`src/rtl/can_dto_pkg.sv`:
```
package can_dto_pkg;

    // Width of a counter that must hold values 0..limit.
    function automatic int unsigned cnt_width(input int unsigned limit);
        return (limit < 2) ? 1 : $clog2(limit + 1);
    endfunction

    // Where a monitored line sits within its dominant window.
    typedef enum logic [1:0] {
        PH_IDLE    = 2'd0,
        PH_ACTIVE  = 2'd1,
        PH_EXPIRED = 2'd2
    } phase_e;

    // Synchronized view of the two monitored lines.
    typedef struct packed {
        logic tx_dom;
        logic bus_dom;
    } line_view_t;

    typedef struct packed {
        logic drv_dom;
        logic rxd;
        logic tx_fault;
        logic rx_fault;
    } guard_out_t;

    // Synchronizer reset value: TXD high (recessive), bus recessive.
    localparam logic [1:0] SYNC_RST = 2'b10;

endpackage

```
`src/rtl/dto_sync.sv`:
```
module dto_sync #(
    parameter int W = 2,
    parameter logic [W-1:0] RST_VAL = '0
) (
    input  logic         clk,
    input  logic         rst,
    input  logic [W-1:0] d,
    output logic [W-1:0] q
);
    logic [W-1:0] stage1;

    always_ff @(posedge clk) begin
        if (rst) begin
            stage1 <= RST_VAL;
            q      <= RST_VAL;
        end else begin
            stage1 <= d;
            q      <= stage1;
        end
    end
endmodule

```
`src/rtl/dto_timer.sv`:
```
module dto_timer
    import can_dto_pkg::*;
#(
    parameter int unsigned LIMIT = 16
) (
    input  logic   clk,
    input  logic   rst,
    input  logic   dom,
    output phase_e phase
);
    localparam int unsigned CW = cnt_width(LIMIT);
    localparam logic [CW-1:0] TOP = CW'(LIMIT);

    logic [CW-1:0] count;
    logic          at_top;

    assign at_top = (count == TOP);

    always_ff @(posedge clk) begin
        if (rst || !dom) begin
            count <= '0;
        end else if (!at_top) begin
            count <= count + 1'b1;
        end
    end

    always_comb begin
        if (!dom)        phase = PH_IDLE;
        else if (at_top) phase = PH_EXPIRED;
        else             phase = PH_ACTIVE;
    end
endmodule

```
`src/rtl/can_dto_guard.sv`:
```
module can_dto_guard
    import can_dto_pkg::*;
#(
    parameter int unsigned TX_LIMIT = 240000,
    parameter int unsigned RX_LIMIT = 320000
) (
    input  logic clk,
    input  logic rst,
    input  logic txd_n_i,
    input  logic bus_dom_i,
    output logic drv_dom_o,
    output logic rxd_o,
    output logic tx_fault_o,
    output logic rx_fault_o
);
    localparam int NPATH = 2;
    localparam int unsigned LIMS [NPATH] = '{TX_LIMIT, RX_LIMIT};

    logic [1:0] sync_q;
    line_view_t view;
    phase_e     ph [NPATH];
    logic       dom [NPATH];
    guard_out_t outs;

    dto_sync #(.W(2), .RST_VAL(SYNC_RST)) u_sync (
        .clk (clk),
        .rst (rst),
        .d   ({txd_n_i, bus_dom_i}),
        .q   (sync_q)
    );

    assign view.tx_dom  = ~sync_q[1];
    assign view.bus_dom = sync_q[0];
    assign dom[0] = view.tx_dom;
    assign dom[1] = view.bus_dom;

    for (genvar p = 0; p < NPATH; p++) begin : g_path
        dto_timer #(.LIMIT(LIMS[p])) u_timer (
            .clk   (clk),
            .rst   (rst),
            .dom   (dom[p]),
            .phase (ph[p])
        );
    end

    always_comb begin
        outs.drv_dom  = (ph[0] == PH_ACTIVE);
        outs.tx_fault = (ph[0] == PH_EXPIRED);
        outs.rxd      = (ph[1] != PH_ACTIVE);
        outs.rx_fault = (ph[1] == PH_EXPIRED);
    end

    assign drv_dom_o  = outs.drv_dom;
    assign rxd_o      = outs.rxd;
    assign tx_fault_o = outs.tx_fault;
    assign rx_fault_o = outs.rx_fault;
endmodule

```
`config.mk`:
```
export PLATFORM = sky130hd
export DESIGN_NAME = can_dto_guard
export DESIGN_NICKNAME = d
export VERILOG_FILES = /design/src/rtl/can_dto_pkg.sv /design/src/rtl/dto_sync.sv /design/src/rtl/dto_timer.sv /design/src/rtl/can_dto_guard.sv
export SDC_FILE = /design/constraint.sdc
export NUM_CORES = 1
export LEC_CHECK = 0
export ABC_AREA = 1
export CAP_MARGIN = 30
export CORE_ASPECT_RATIO = 0.8
export CORE_MARGIN = 2
export CORE_UTILIZATION = 50
export DETAILED_ROUTE_END_ITERATION = 8
export GPL_TIMING_DRIVEN = 0
export PLACE_DENSITY_LB_ADDON = 0.25
export SLEW_MARGIN = 40
export SYNTH_ARGS = -nofsm -noshare
export SYNTH_HDL_FRONTEND = slang
export SYNTH_HIERARCHICAL = 1
export SYNTH_SLANG_ARGS = --single-unit
```
`constraint.sdc`:
```
create_clock -name clk -period 3.7 [get_ports clk]
set_input_delay 0.74 -clock clk [delete_from_list [all_inputs] [get_ports clk]]
set_output_delay 0.74 -clock clk [all_outputs]
set_load 0.05 [all_outputs]
```
-- Word level (Yosys, flattened, before mapping)
Index checks and enable logic that the tools add are counted.
- word-level logic and storage cells: 19
- output and inout bits: 4
- bits in registers: 41
- input bits: 4
- eq/ne operators: 6
- reductions and logical operators: 3
- add/sub/neg operators: 2
- muxes and demuxes: 4
- operator list (operator ; number):
    adder 19 x 1 -> 19 bit, second input constant ; 1
    == test 19 bit, second input constant ; 1
    adder 18 x 1 -> 18 bit, second input constant ; 1
    == test 18 bit, second input constant ; 1
    2-to-1 mux 2 bit ; 4
    == test 2 bit, second input constant ; 2
    == test 2 x 1 -> 1 bit, second input constant ; 1
    logical OR 1 bit ; 2
    != test 2 x 1 -> 1 bit, second input constant ; 1
    zero test 1 bit ; 1

-- Logic depth before layout (Yosys ltp)
Gate-level depths: netlist of run 1.
- depth in word-level cells: 4
- gate-level depth with buffers: 9
- gate-level depth less buffers: 9

-- By module
The synthesis of run 1 kept the hierarchy.
- modules (own cells, without submodules) (module ; times used ; cells an instance ; seq. area each (µm²) ; area an instance (µm²)):
    dto_timer (g_path[1].u_timer) ; 1 ; 156 ; 380.4 ; 1083.5
    dto_timer (g_path[0].u_timer) ; 1 ; 167 ; 360.3 ; 1056.0
    dto_sync ; 1 ; 13 ; 80.1 ; 113.9
    can_dto_guard ; 1 ; 8 ; 0.0 ; 30.0

-- Worst setup path before layout of run 1
OpenSTA, ideal clock, no wires.
- path kind: register -> output
- from: register g_path[0].u_timer.count[0]
- to: output tx_fault_o
- arrival time: 1.711 ns
- buffers on the path: 0
- slack: 1.249 ns
- cell stages (with the launch flop): 9
- required time: 2.960 ns
- path through: dfxtp_1 -> inv_1 -> ha_1 -> nand2_1 -> nor2_1 -> nand3_1 -> nor2_1 -> nor2_1 -> nor2_1
- RTL lines (what ; line ; text):
    start: declaration ; dto_timer.sv:14 ; logic [CW-1:0] count;
    start signal: assignment ; dto_timer.sv:23 ; count <= count + 1'b1;
    end: declaration ; can_dto_guard.sv:13 ; output logic tx_fault_o,

==> impl_metrics.tcl, run 1 <==
set metrics [dict create \
    drive_above_1_share_pct 11.98 \
    postCtsSetupRepairBufs 0 \
    timing.final.crit_period_ns 3.191 \
    ys_ff_latch 41 \
    start_kind "flop" \
    rsz0062_at_grt "false" \
    coreArea_sq_um 4283 \
    holdCritStartpoint "u_sync/stage1[0]" \
    tightest_slew_ns 0.5009 \
    slew_viol_final 0 \
    synthToLayoutAreaGrowth_pct 9.808 \
    synth_area_leaders "dfxtp_1, nand2_1, nor2_1" \
    dpl_cell_area_sq_um 2425 \
    maxSlewHeadroom_pct 66.50 \
    yosysUniqueCellTypes 27 \
    die_y_um 64.45 \
    max_freq_ghz 0.3133 \
    ctsResizeCount 0 \
    r2r-end "g_path[0].u_timer/count[16]" \
    io_buffer_count 7 \
    required_ns 2.96 \
    wirelength_um 4698 \
    ys_warn_count 6 \
    cts_made_buffers 5 \
    reg2reg_depth 6 \
    initial_core_util_pct 53.32 \
    htree_levels 2 \
    ir_drop_uv 267.8 \
    endpoint_kind "primary output" \
    min_path_cells 2 \
    powerDensity_nw_per_um2 298.3 \
    placementRows 21 \
    diodes 0 \
    route.detailed.drc 0 \
    grt_pass1_vias 1965 \
    vias_per_cell 5.079 \
    clockRootBuffer "clkbuf_8" \
    status "complete, no violations" \
    ctsHoldBuffers 0 \
    cp_data_arrival_time_ns 2.45 \
    netlist.area_leader.share_pct 35.95 \
    synth_xor_xnor_area_share_pct 0.3836 \
    dr.first_iter.drc_count 153 \
    syn_avg_cell_area_sq_um 6.638 \
    hold_path_end "u_sync/q[0]" \
    clock_skew_ns 0.002692 \
    gr-usage-all-layers_pct 20.80 \
    nFillCells 426 \
    grt-ovfl-total 0 \
    cp_max_fo 5 \
    synth_adder_area_share_pct 2.192 \
    nNetsFinal 366 \
    hpwl_um 3664 \
    hold_class "reg -> reg" \
    dp_cells 408 \
    hold_viol_final 0 \
    synthesis.area_sq_um 2283 \
    r2r_slack_ns 2.28 \
    clk_latency_ns 0.29 \
    crit_type "reg -> out" \
    synth_fp_nets 352 \
    clk_pin_slew_ns 0.08 \
    leakagePower_nw 0.8405 \
    gp_congestion 0.9621 \
    grt_max_degree 13 \
    yosys.area_share.simple_pct 40.44 \
    setup_tns_ns 0 \
    postRouteAntennaNets 0 \
    fin_crit_sh_pct 86.25 \
    max_cap_viol_count 0 \
    synth_top_family_by_area "simple AND/OR/NAND/NOR gates" \
    antenna_found_initial 0 \
    dieArea_sq_um 5127 \
    setup_violations 0 \
    grt_pass1_wl_um 8466 \
    whs_ns 0.4126 \
    synth_cells 344 \
    synth.area.mux_share_pct 0 \
    cts_sinks 41 \
    seq_area_frac_synth_pct 35.95 \
    die_w_um 79.56 \
    synth-compound-area-share_pct 12.00 \
    cts_tree "yes" \
    vias 2113 \
    power_w 0.0007480 \
    ioPinCount 8 \
    wl_per_cell_um 11.29 \
    r2r_start "g_path[0].u_timer/count[0]" \
    yosys.area.top_type "dfxtp_1" \
    design_area_sq_um 2507 \
    firstDrtPassIters 5 \
    clockBufferDepth 2 \
    final_cells 416 \
]
[through the flow]
step	worst slack, ns	util [%]
final	0.5086	58.55
after global routing	0.3757	58.55
after CTS	0.5076	58.55
after detailed placement	0.8364	56.62
after global placement	0.8284	56.62
after floorplan	1.249	-
[worst max-delay path by stage]
stage	startpoint	slack, ns	to
floorplan	g_path[0].u_timer/count[0]	1.25	tx_fault_o
global placement	g_path[0].u_timer/count[0]	0.83	tx_fault_o
detailed placement	g_path[0].u_timer/count[0]	0.84	tx_fault_o
CTS	g_path[0].u_timer/count[0]	0.51	tx_fault_o
global route	g_path[0].u_timer/count[0]	0.38	tx_fault_o
finish	g_path[0].u_timer/count[0]	0.51	tx_fault_o
[report_power, final]
| part | internal, W | switching [W] |
|---|---|---|
| Sequential | 0.000443 | 0.00000134 |
| Combinational | 0.00000832 | 0.0000141 |
| Clock | 0.000131 | 0.000150 |
[cell usage in the layout, fill, tap and decap left out, types with 2 or more instances in the layout]
cell	count
a21oi_1	29
a21oi_2	3
buf_2	3
clkbuf_8	5
clkdlybuf4s50_1	7
clkinv_2	2
dfxtp_1	41
ha_1	4
inv_1	49
inv_2	2
nand2_1	62
nand2_2	9
nand3_1	28
nand3_2	3
nand4_1	8
nor2_1	62
nor2_2	7
nor2_4	4
nor3_1	3
o21ai_0	17
[routing by layer]
layer	GRT usage (%)	vias to the layer above	part of all wire, %
li1	-	1125	-
met1	31.31	935	56
met2	29.94	48	38
met3	4.318	5	5.4
met4	5.819	0	0.85
met5	0	-	0
[Yosys cell counts, drive strengths merged]
master	number
a22oi	1
nor3	5
dfxtp	41
nor2	74
o21ai	18
nand3	31
ha	4
nand3b	1
nand4	8
nand2	72
or3	1
a21oi	32
xor2	1
and2	1
buf	3
inv	51
[flip-flops by register name, indices dropped and copies added, names as in the netlist]
| register | cells |
|---|---|
| g_path.u_timer/count | 37 |
| u_sync/q | 2 |
| u_sync/stage1 | 2 |
[critical path, stage by stage (launching register included)]
cell	delay, ns
dfxtp_1	0.36
inv_1	0.14
ha_1	0.19
nand2_1	0.06
nor2_1	0.13
nand3_1	0.09
nor2_1	0.20
nor2_1	0.09
nor2_1	0.11
clkdlybuf4s50_1	0.80
[layout make-up]
type	instances	area (sq um)	share of cell area (%)
multi-input combinational	249	1256	50.10
sequential	41	820.8	32.73
inverter	51	191.4	7.635
clock buffer	6	72.57	2.894
tap	57	71.32	2.844
timing repair buffer	7	70.07	2.794
buffer	3	15.01	0.5988
clock inverter	2	10.01	0.3992
[kinds of logic after synthesis]
kind of cell	after synthesis
AO/OA/AOI/OAI	51
XOR/XNOR	1
adder cells (fa/ha/maj)	4
buffers and inverters	54
flip-flops	41
AND/OR/NAND/NOR	193
No activity file was read; power rests on OpenSTA's default activity.
==> run 2: changes to the inputs <==
CAP_MARGIN = unset   (was 30)
RECOVER_POWER = 100   (was unset)
==> run 2 against run 1 <==
Net effect: power hardly changed; clock-buffer cell count stayed put; sequential share of layout area rose by 0.082 points; core utilization fell by 0.15 points; design area shrank 0.25%; critical endpoint unchanged; largest cell class unchanged; largest power group unchanged.
==> impl_metrics.tcl, run 2 (synthesized netlist as in run 1, its figures left out) <==
set metrics [dict create \
    hpwl_um 3664 \
    firstDrtPassIters 5 \
    top_register "g_path.u_timer/count" \
    nNetsFinal 366 \
    maxSlewHeadroom_pct 66.04 \
    cts_tree "yes" \
    ctsResizeCount 0 \
    max_cap_viol_count 0 \
    endpoint_kind "primary output" \
    ioPinCount 8 \
    die_y_um 64.45 \
    tightest_slew_ns 0.5077 \
    coreArea_sq_um 4283 \
    dieArea_sq_um 5127 \
    dr.first_iter.drc_count 135 \
    die_w_um 79.56 \
    route.detailed.drc 0 \
    antenna_found_initial 0 \
    final_cells 416 \
    required_ns 2.96 \
    clock_skew_ns 0.002688 \
    gp_congestion 0.9621 \
    gr-usage-all-layers_pct 20.80 \
    grt_pass1_vias 1965 \
    clockBufferDepth 2 \
    htree_levels 2 \
    diodes 0 \
    rsz0062_at_grt "false" \
    timing.final.crit_period_ns 3.252 \
    cp_max_fo 5 \
    vias 2128 \
    synthToLayoutAreaGrowth_pct 9.534 \
    placementRows 21 \
    grt-ovfl-total 0 \
    clk_pin_slew_ns 0.08 \
    ir_drop_uv 267.9 \
    io_buffer_count 7 \
    dpl_cell_area_sq_um 2425 \
    multi_input_area_sq_um 1252 \
    wirelength_um 4718 \
    cts_sinks 41 \
    drive_above_1_share_pct 11.14 \
    ff_latch_area_sq_um 820.8 \
    clockRootBuffer "clkbuf_8" \
    powerDensity_nw_per_um2 298.8 \
    fin_crit_sh_pct 87.90 \
    postRouteAntennaNets 0 \
    cp_data_arrival_time_ns 2.51 \
    reg_top3 "g_path.u_timer/count x37, u_sync/q x2, u_sync/stage1 x2" \
    max_freq_ghz 0.3075 \
    dp_cells 408 \
    postCtsSetupRepairBufs 0 \
    status "complete, no violations" \
    hold_class "reg -> reg" \
    crit_type "reg -> out" \
    grt_max_degree 13 \
    design_area_sq_um 2501 \
    largest_reg_flops 37 \
    slew_viol_final 0 \
    final_cell_mix "nor2_1, nand2_1, inv_1" \
    cts_made_buffers 5 \
    hold_viol_final 0 \
    nFillCells 430 \
    start_kind "flop" \
    vias_per_cell 5.115 \
    wl_per_cell_um 11.34 \
    ctsHoldBuffers 0 \
    grt_pass1_wl_um 8466 \
    setup_violations 0 \
    setup_tns_ns 0 \
    clk_latency_ns 0.29 \
    leakagePower_nw 0.8401 \
    initial_core_util_pct 53.32 \
]
-- run 2: changes by cell type in the layout (fill, tap and decap cells not counted), sizes merged --
cell | before | now
clkdlybuf4s50 | 7 | 2
dlygate4sd3 | 0 | 5
buf | 3 | 1
clkbuf | 6 | 8
-- run 2: routing by layer --
metal	vias to the layer above	share of wire, %	GRT usage, %
met5	-	0	0
met4	0	0.85	5.819
met3	5	5.5	4.318
met2	53	38	29.94
met1	943	56	31.31
li1	1127	-	-
-- run 2: path summary, 6_finish.rpt --
path,from,endpoint,slack [ns],cells past startpoint
max,g_path[0].u_timer/count[0],tx_fault_o,0.45,9
min,u_sync/stage1[0],u_sync/q[0],0.41,2
max reg2reg,u_sync/q[0],g_path[1].u_timer/count[11],2.25,5
min reg2reg,u_sync/stage1[0],u_sync/q[0],0.41,2
-- run 2: power breakdown --
group / internal (W) / switching (W)
Combinational: 0.00000764 / 0.0000141
Clock: 0.000131 / 0.000150
Sequential: 0.000443 / 0.00000133
Total: 0.000582 / 0.000166
-- run 2: cell type report --
type	count	share of cell area, %
multi-input cells	249	50.07
flip-flops and latches	41	32.82
inverters	51	7.654
clock buffers	6	2.901
well taps	57	2.851
repair buffers	7	2.801
plain buffers	3	0.5002
clock inverters	2	0.4002
-- run 2: per-stage QoR --
stage	util [%]	power [W]	setup WS [ns]	hold slack (ns)
2_1_floorplan	-	0.0004687	1.249	0.3865
3_3_place_gp	56.62	0.0004771	0.8284	0.3920
3_5_place_dp	56.62	0.0004776	0.8364	0.4015
4_1_cts	58.55	0.0007594	0.5076	0.4162
5_1_grt	58.40	0.0007780	0.3147	0.4258
6_report	58.40	0.0007474	0.4476	0.4126
-- run 2: worst max-delay path, cell delays in order (launching register included) --
cell and delay (ns):
dfxtp_1 0.36, inv_1 0.14, ha_1 0.19, nand2_1 0.06, nor2_1 0.13, nand3_1 0.09
nor2_1 0.20, nor2_1 0.09, nor2_1 0.10, dlygate4sd3_1 0.87
==> run 3: changes to the inputs <==
CORE_ASPECT_RATIO = 0.6   (was 0.8)
SKIP_CTS_REPAIR_TIMING = 1   (was unset)
==> run 3 against run 2 <==
Net effect: design area increased by 1.8%; die area increased by 0.28%; highest routed layer unchanged; clock power increased by 36%; largest power group unchanged.
==> impl_metrics.tcl, run 3 (synthesized netlist as in run 1, its figures left out) <==
set metrics [dict create \
    top_register "g_path.u_timer/count" \
    largest_reg_flops 37 \
    cp_data_arrival_time_ns 2.58 \
    placementRows 18 \
    reg2reg_depth 8 \
    pwr-share-comb_pct 2.6 \
    grt-ovfl-total 0 \
    dieArea_sq_um 5141 \
    min_path_cells 2 \
    cts_sinks 41 \
    tightest_slew_ns 0.5289 \
    rsz0062_at_grt "false" \
    cts_tree "yes" \
    fin_crit_sh_pct 89.68 \
    leakagePower_nw 0.8525 \
    vias_per_cell 5.146 \
    die_y_um 56.35 \
    required_ns 2.96 \
    vias 2156 \
    slew_viol_final 0 \
    p_int_w 0.0006706 \
    htree_levels 2 \
    ioPinCount 8 \
    wirelength_um 5333 \
    diodes 0 \
    clk_latency_ns 0.30 \
    hpwl_um 4116 \
    clockRootBuffer "clkbuf_8" \
    dr.first_iter.drc_count 167 \
    max_cap_viol_count 0 \
    nNetsFinal 366 \
    antenna_found_initial 0 \
    coreArea_sq_um 4257 \
    endpoint_kind "primary output" \
    dp_cells 411 \
    reg_top3 "g_path.u_timer/count x37, u_sync/q x2, u_sync/stage1 x2" \
    r2r_start "g_path[0].u_timer/count[0]" \
    initial_core_util_pct 53.64 \
    start_kind "flop" \
    clkPwrFrac_pct 44.9 \
    io_buffer_count 7 \
    hold_viol_final 0 \
    finish.utilization_pct 59.82 \
    p_sw_w 0.0001767 \
    final_cell_mix "nor2_1, nand2_1, inv_1" \
    synthToLayoutAreaGrowth_pct 11.51 \
    clockBufferDepth 2 \
    route.detailed.drc 0 \
    r2r_slack_ns 2.24 \
    route.met2.wl_um 1988 \
    crit_type "reg -> out" \
    r2r-end "g_path[0].u_timer/count[1]" \
    drive_above_1_share_pct 11.70 \
    wl_per_cell_um 12.73 \
    setup_violations 0 \
    ir_drop_uv 191.1 \
    grt_max_degree 14 \
    max_freq_ghz 0.3014 \
    gr-usage-all-layers_pct 22.59 \
    cts_made_buffers 5 \
    hold_path_end "u_sync/q[0]" \
    switching_share_pct 20.86 \
    die_w_um 91.25 \
    powerDensity_nw_per_um2 332.8 \
    dp_slack_ns 0.7848 \
    hold_class "reg -> reg" \
    timing.final.crit_period_ns 3.318 \
    grt_pass1_wl_um 9177 \
    clk_pin_slew_ns 0.08 \
    seq_power_share_pct 52.5 \
    maxSlewHeadroom_pct 64.74 \
    cp_max_fo 5 \
    highest_layer "met4" \
    fin_ws_ns 0.3818 \
    setup_tns_ns 0 \
    wl_met3_um 317 \
    final_cells 419 \
    met1Wirelength_um 2976 \
    status "complete, no violations" \
    postRouteAntennaNets 0 \
    firstDrtPassIters 4 \
    gp_congestion 0.8794 \
    grt_pass1_vias 1939 \
    holdCritStartpoint "u_sync/stage1[0]" \
    clock_skew_ns 0.008044 \
]
==> run 3: cell count changes in the layout (fill, tap and decap cells not counted), sizes merged <==
| cell | before | now |
|---|---|---|
| clkinv | 2 | 0 |
| bufinv | 0 | 1 |
| clkinvlp | 0 | 1 |
==> run 3: worst max path at each step <==
stage / from / endpoint / slack, ns / cells past startpoint
after floorplan: g_path[0].u_timer/count[0] / tx_fault_o / 1.25 / 8
after global placement: g_path[0].u_timer/count[0] / tx_fault_o / 0.81 / 9
after detailed placement: g_path[0].u_timer/count[0] / tx_fault_o / 0.78 / 9
after CTS: g_path[0].u_timer/count[0] / tx_fault_o / 0.44 / 9
after global routing: g_path[0].u_timer/count[0] / tx_fault_o / 0.22 / 9
final: g_path[0].u_timer/count[0] / tx_fault_o / 0.38 / 9
==> run 3: per-stage QoR <==
step / hold WS, ns / area (sq um) / total power (W)
finish: 0.4082 / 2546 / 0.0008473
global route: 0.4416 / 2546 / 0.0008769
CTS: 0.4100 / 2549 / 0.0008551
detailed placement: 0.3958 / 2429 / 0.0004776
global placement: 0.3911 / 2429 / 0.0004773
floorplan: 0.3865 / 2283 / 0.0004687
==> run 3: layer usage <==
metal | up-vias | global-route usage, %
met5 | - | 0
met4 | 0 | 5.195
met1 | 973 | 36.00
li1 | 1126 | -
met2 | 50 | 30.37
met3 | 7 | 4.832
==> run 3: final cells by class <==
cell class                 instances  area (sq um)
fill                             396          1710
multi-input combinational        249          1256
timing repair buffer               7         70.07
inverter                          51         191.4
clock buffer                       6         82.58
buffer                             3         12.51
clock inverter                     2         37.54
tap                               60         75.07
sequential                        41         820.8
==> run 3: power by group through the flow <==
| stage | Sequential (W) | Clock, W | Combinational [W] |
|---|---|---|---|
| 5_1_grt | 0.000445 | 0.000407 | 0.0000246 |
| 3_5_place_dp | 0.000455 | 0 | 0.0000225 |
| 2_1_floorplan | 0.000455 | 0 | 0.0000138 |
| 6_report | 0.000445 | 0.000381 | 0.0000220 |
| 4_1_cts | 0.000445 | 0.000388 | 0.0000227 |
| 3_3_place_gp | 0.000455 | 0 | 0.0000222 |
==> run 3: worst max-delay path: stages (launching register included) <==
cell	delay (ns)
dfxtp_1	0.35
inv_1	0.14
ha_1	0.20
nand2_1	0.06
nor2_1	0.15
nand3_1	0.10
nor2_1	0.22
nor2_1	0.09
nor2_1	0.10
dlygate4sd3_1	0.88
